===== src/rtl/pm_pkg.sv =====
package pm_pkg;
  typedef enum logic [1:0] {
    SS_OFF     = 2'd0,
    SS_DN_QTR  = 2'd1,
    SS_DN_HALF = 2'd2
  } ss_level_e;

  localparam logic [6:0] BUS_ADDR_BASE = 7'b1101000;

  function automatic ss_level_e decode_ss(input logic [1:0] lvl);
    case (lvl)
      2'b00:   return SS_OFF;
      2'b01:   return SS_DN_QTR;
      default: return SS_DN_HALF;
    endcase
  endfunction

  function automatic logic [6:0] decode_addr(input logic sel);
    return BUS_ADDR_BASE | {5'b00000, sel, 1'b0};
  endfunction
endpackage


===== src/rtl/pm_sync.sv =====
module pm_sync #(
  parameter int W = 1,
  parameter int STAGES = 2,
  parameter logic [W-1:0] RST_VAL = '0
) (
  input  logic         clk_i,
  input  logic         rst_i,
  input  logic [W-1:0] d_i,
  output logic [W-1:0] q_o
);
  logic [W-1:0] stg [STAGES];

  always_ff @(posedge clk_i) begin
    if (rst_i) begin
      for (int k = 0; k < STAGES; k++) stg[k] <= RST_VAL;
    end else begin
      stg[0] <= d_i;
      for (int k = 1; k < STAGES; k++) stg[k] <= stg[k-1];
    end
  end

  assign q_o = stg[STAGES-1];
endmodule


===== src/rtl/pm_strap_latch.sv =====
module pm_strap_latch
  import pm_pkg::*;
(
  input  logic       clk_i,
  input  logic       rst_i,
  input  logic       pg_i,
  input  logic       sadr_i,
  input  logic [1:0] ss_i,
  output logic [6:0] addr_o,
  output ss_level_e  ss_o,
  output logic       valid_o
);
  always_ff @(posedge clk_i) begin
    if (rst_i) begin
      valid_o <= 1'b0;
      addr_o  <= '0;
      ss_o    <= SS_OFF;
    end else if (pg_i && !valid_o) begin
      valid_o <= 1'b1;
      addr_o  <= decode_addr(sadr_i);
      ss_o    <= decode_ss(ss_i);
    end
  end
endmodule


===== src/rtl/pm_out_gate.sv =====
module pm_out_gate (
  input  logic clk_i,
  input  logic rst_i,
  input  logic phase_i,
  input  logic want_i,
  output logic t_o,
  output logic c_o
);
  logic en_q;

  // Update only on the edge that takes the phase from high to low.
  always_ff @(posedge clk_i) begin
    if (rst_i)        en_q <= 1'b0;
    else if (phase_i) en_q <= want_i;
  end

  assign t_o = phase_i & en_q;
  assign c_o = ~phase_i & en_q;
endmodule


===== src/rtl/clkout_pm_ctrl.sv =====
module clkout_pm_ctrl
  import pm_pkg::*;
#(
  parameter int NUM_PAIRS   = 8,
  parameter int SYNC_STAGES = 2
) (
  input  logic                 clk_i,
  input  logic                 rst_i,
  input  logic                 pwrgd_i,
  input  logic [NUM_PAIRS-1:0] oe_n_i,
  input  logic                 pll_lock_i,
  input  logic                 en_wr_i,
  input  logic [NUM_PAIRS-1:0] en_wdata_i,
  input  logic                 sadr_strap_i,
  input  logic [1:0]           ss_strap_i,
  output logic [NUM_PAIRS-1:0] dif_t_o,
  output logic [NUM_PAIRS-1:0] dif_c_o,
  output logic                 ref_o,
  output logic                 ref_oe_o,
  output logic [6:0]           smb_addr_o,
  output logic [1:0]           ss_sel_o,
  output logic                 straps_valid_o
);
  localparam logic [NUM_PAIRS-1:0] ALL_ONES = {NUM_PAIRS{1'b1}};

  logic                 pg_s, lock_s, run_ok;
  logic [NUM_PAIRS-1:0] oe_n_s;
  logic [NUM_PAIRS-1:0] reg_en_q;
  logic                 phase_q;
  logic                 ref_run_q;
  ss_level_e            ss_lvl;

  pm_sync #(.W(1), .STAGES(SYNC_STAGES), .RST_VAL(1'b0)) u_pg_sync (
    .clk_i(clk_i), .rst_i(rst_i), .d_i(pwrgd_i), .q_o(pg_s));

  pm_sync #(.W(1), .STAGES(SYNC_STAGES), .RST_VAL(1'b0)) u_lock_sync (
    .clk_i(clk_i), .rst_i(rst_i), .d_i(pll_lock_i), .q_o(lock_s));

  pm_sync #(.W(NUM_PAIRS), .STAGES(SYNC_STAGES), .RST_VAL(ALL_ONES)) u_oe_sync (
    .clk_i(clk_i), .rst_i(rst_i), .d_i(oe_n_i), .q_o(oe_n_s));

  pm_strap_latch u_straps (
    .clk_i(clk_i), .rst_i(rst_i), .pg_i(pg_s),
    .sadr_i(sadr_strap_i), .ss_i(ss_strap_i),
    .addr_o(smb_addr_o), .ss_o(ss_lvl), .valid_o(straps_valid_o));

  assign ss_sel_o = ss_lvl;

  always_ff @(posedge clk_i) begin
    if (rst_i) phase_q <= 1'b0;
    else       phase_q <= ~phase_q;
  end

  always_ff @(posedge clk_i) begin
    if (rst_i)        reg_en_q <= ALL_ONES;
    else if (en_wr_i) reg_en_q <= en_wdata_i;
  end

  assign run_ok = pg_s & lock_s;

  for (genvar g = 0; g < NUM_PAIRS; g++) begin : g_pair
    pm_out_gate u_gate (
      .clk_i  (clk_i),
      .rst_i  (rst_i),
      .phase_i(phase_q),
      .want_i (run_ok & ~oe_n_s[g] & reg_en_q[g]),
      .t_o    (dif_t_o[g]),
      .c_o    (dif_c_o[g]));
  end

  always_ff @(posedge clk_i) begin
    if (rst_i)        ref_run_q <= 1'b0;
    else if (phase_q) ref_run_q <= pg_s;
  end

  assign ref_o    = phase_q & ref_run_q;
  assign ref_oe_o = straps_valid_o;
endmodule


===== config.mk =====
export PLATFORM = sky130hd
export DESIGN_NAME = clkout_pm_ctrl
export DESIGN_NICKNAME = d
export VERILOG_FILES = /design/src/rtl/pm_pkg.sv /design/src/rtl/pm_sync.sv /design/src/rtl/pm_strap_latch.sv /design/src/rtl/pm_out_gate.sv /design/src/rtl/clkout_pm_ctrl.sv
export SDC_FILE = /design/constraint.sdc
export NUM_CORES = 1
export LEC_CHECK = 0
export CORE_ASPECT_RATIO = 0.8
export CORE_MARGIN = 2
export CORE_UTILIZATION = 35
export DETAILED_ROUTE_END_ITERATION = 6
export PLACE_DENSITY = 0.69
export SETUP_SLACK_MARGIN = 0.5
export SYNTH_ARGS = -nofsm -noshare
export SYNTH_HDL_FRONTEND = slang
export SYNTH_SLANG_ARGS = --single-unit

===== constraint.sdc =====
create_clock -name clk_i -period 4.01 [get_ports clk_i]
set_clock_uncertainty 0.2 [all_clocks]
set_input_delay 0.802 -clock clk_i [delete_from_list [all_inputs] [get_ports clk_i]]
set_output_delay 0.802 -clock clk_i [all_outputs]
set_load 0.01 [all_outputs]

==> flow_summary.ini <==
[synth]
yosysSeqAreaShare_pct = 52.1
synthTopCellsByArea = dfxtp_1 52%, buf_4 11%, nor2b_1 8.5%
ys_types = 18
ys_ff_latch = 42
synth-warning-count = 0
synth.avg_cell_area_um2 = 10.3
synthFlopType = dfxtp_1
synth-edff-count = 0
synth_top_area_cell = dfxtp_1
async_reset_ff_share_pct = 0
netlist_top_cells_count = 42 x dfxtp_1, 23 x buf_4, 22 x nor2b_1
synth_most_common_cell = dfxtp_1
syn_area_mm2 = 0.00162
synth_top_cell_area_share_pct = 52.1
synthCells = 157

[layout]
fin_area_mm2 = 0.00206
fillers = 441
area_growth_pct = 27.3
drive_gt1_share_pct = 13.5
finalNetCount = 209
diodes = 0

[drt]
highest_layer = met4
drc_errors = 0
viasPerCell = 4.13
wl_met1_um = 1230
dr_wl_met2_um = 1050
first_iter_violations = 55
postRouteAntennaNets = 0
wl_um = 2480
routed-wl-met3_um = 143
vias = 1013
drtPass1Iterations = 4
routedWlPerCell_um = 10.1

[critical_path]
path_max_fanout = 20
cp.required_ns = 3.01
crit_path_end_kind = primary output
path_class = reg -> out
cp-start-kind = flop
r2r_slack_ns = 2.34
arrival_ns = 1.71

[clocking]
clk-insertion-delay-late_ns = 0.28
htree_levels = 2
hold_buffers = 0
numCtsBuffers = 5
cts_tree = yes
post_cts_buffers = 0
clk_path_buf_depth = 2
path_clk_slew_ns = 0.07
cts_root_buffer = clkbuf_8
cts.sinks = 42
cts-resized-gates = 0

[power_and_ir_drop]
combPwrFrac_pct = 8.6
power_w = 0.000750
power_leakage_nw = 0.835
p_sw_w = 0.000154
ir_drop_mv = 0.220
switching_share_pct = 20.6
seq_power_share_pct = 59.2
p_per_area_mw_per_mm2 = 365
clock_power_share_pct = 32.2
cell_internal_pwr_w = 0.000595

[placement]
placed_cell_area_mm2 = 0.00198
routabilityCongestion = 0.697
portBuffers = 48

[sta]
maxSlewViolCount = 0
max_slew_margin_pct = 51.8
fmax_mhz = 369
setup-tns-final_ns = 0
min_period_ns = 2.71
finalHoldViolCount = 0
final-setup-viol-count = 0
rsz0062_at_grt = no
fin_crit_sh_pct = 67.6
worst_slew_pin_slew_ns = 0.721

[global_routing]
antenna_found_initial = 0
grt_max_degree = 21
grt_pass1_vias = 850
globalRouteTotalUtil_pct = 10.1
grt_pass1_wl_um = 3950
grt_overflow = 0

[min_path]
hold_class = reg -> reg

[die]
rows = 22
io-pin-count = 52
dieArea_mm2 = 0.00518
core_area_mm2 = 0.00451
die_w_um = 80.0
start_util_pct = 35.8
die_h_um = 64.8

[run]
max_cap_violations = 0

[run_status]
outcome = complete, no violations
## sequential cells by signal, indices dropped and copies added (netlist names)
signal / count
ref_run_q: 1
g_pair.u_gate.en_q: 8
u_straps.valid_o: 1
u_straps.addr_o: 1
phase_q: 1
u_straps.ss_o: 2
reg_en_q: 8
u_lock_sync.stg: 2
u_pg_sync.stg: 2
u_oe_sync.stg: 16
## logic make-up (layout without fill, tap and decap cells)
logic type | after synthesis | count (layout) | share of synthesized area [%]
AO/OA/AOI/OAI | 17 | 17 | 9.61
other | 1 | 3 | 0.232
multiplexers | 3 | 3 | 1.86
buffers and inverters | 38 | 64 | 14.6
AND/OR/NAND/NOR | 56 | 56 | 21.7
flip-flops | 42 | 42 | 52.1
## placed cells by master (no fill, tap or decap)
cell,n
nor2_1,5
clkbuf_8,5
mux2i_1,3
clkbuf_1,2
nand2b_1,1
nor2_2,1
nor2b_1,22
a211o_1,8
and2_1,9
buf_4,1
conb_1,3
nand2_2,1
a21oi_1,1
nor3b_4,1
clkdlybuf4s50_1,48
dfxtp_1,42
or2_2,16
a32o_1,8
inv_1,8
## worst paths after layout
path	from	to	depth (start not counted)
max reg2reg	phase_q	g_pair[4].u_gate.en_q	3
max	phase_q	dif_t_o[2]	2
min reg2reg	u_oe_sync.stg[0][3]	u_oe_sync.stg[0][11]	1
min	u_oe_sync.stg[0][3]	u_oe_sync.stg[0][11]	1
## power groups by stage
stage / sequential (W) / combinational, W / clock, W
after CTS: 0.000444 / 0.0000650 / 0.000249
after detailed placement: 0.000454 / 0.0000647 / 0
after global routing: 0.000446 / 0.0000700 / 0.000266
after global placement: 0.000453 / 0.0000647 / 0
final: 0.000444 / 0.0000643 / 0.000241
after floorplan: 0.000449 / 0.0000385 / 0
## final cells by class
type | count | area, um2 | area share [%]
clock buffers | 7 | 76.3 | 3.71
inverters | 8 | 30.0 | 1.46
multi-input cells | 79 | 547 | 26.6
well taps | 60 | 75.1 | 3.65
flip-flops and latches | 42 | 841 | 40.9
repair buffers | 49 | 488 | 23.7
## routing by layer
metal | up-vias | GRT usage [%]
met5 | - | 0
met3 | 6 | 3.06
met2 | 34 | 14.8
li1 | 534 | -
met4 | 0 | 6.36
met1 | 439 | 13.0
## stage by stage
step	hold WS, ns	utilization, %	std cells	setup WS (ns)
final	0.211	45.6	245	1.30
after global routing	0.222	45.6	245	1.14
after CTS	0.213	45.6	245	1.27
after detailed placement	0.196	43.9	238	1.42
after global placement	0.195	43.9	238	1.46
after floorplan	0.189	-	159	2.05
## worst max-delay path: stages (launching register included)
cell and delay [ns]:
dfxtp_1 0.68, and2_1 0.21, clkdlybuf4s50_1 0.53
(Power assumes the default switching activity.)
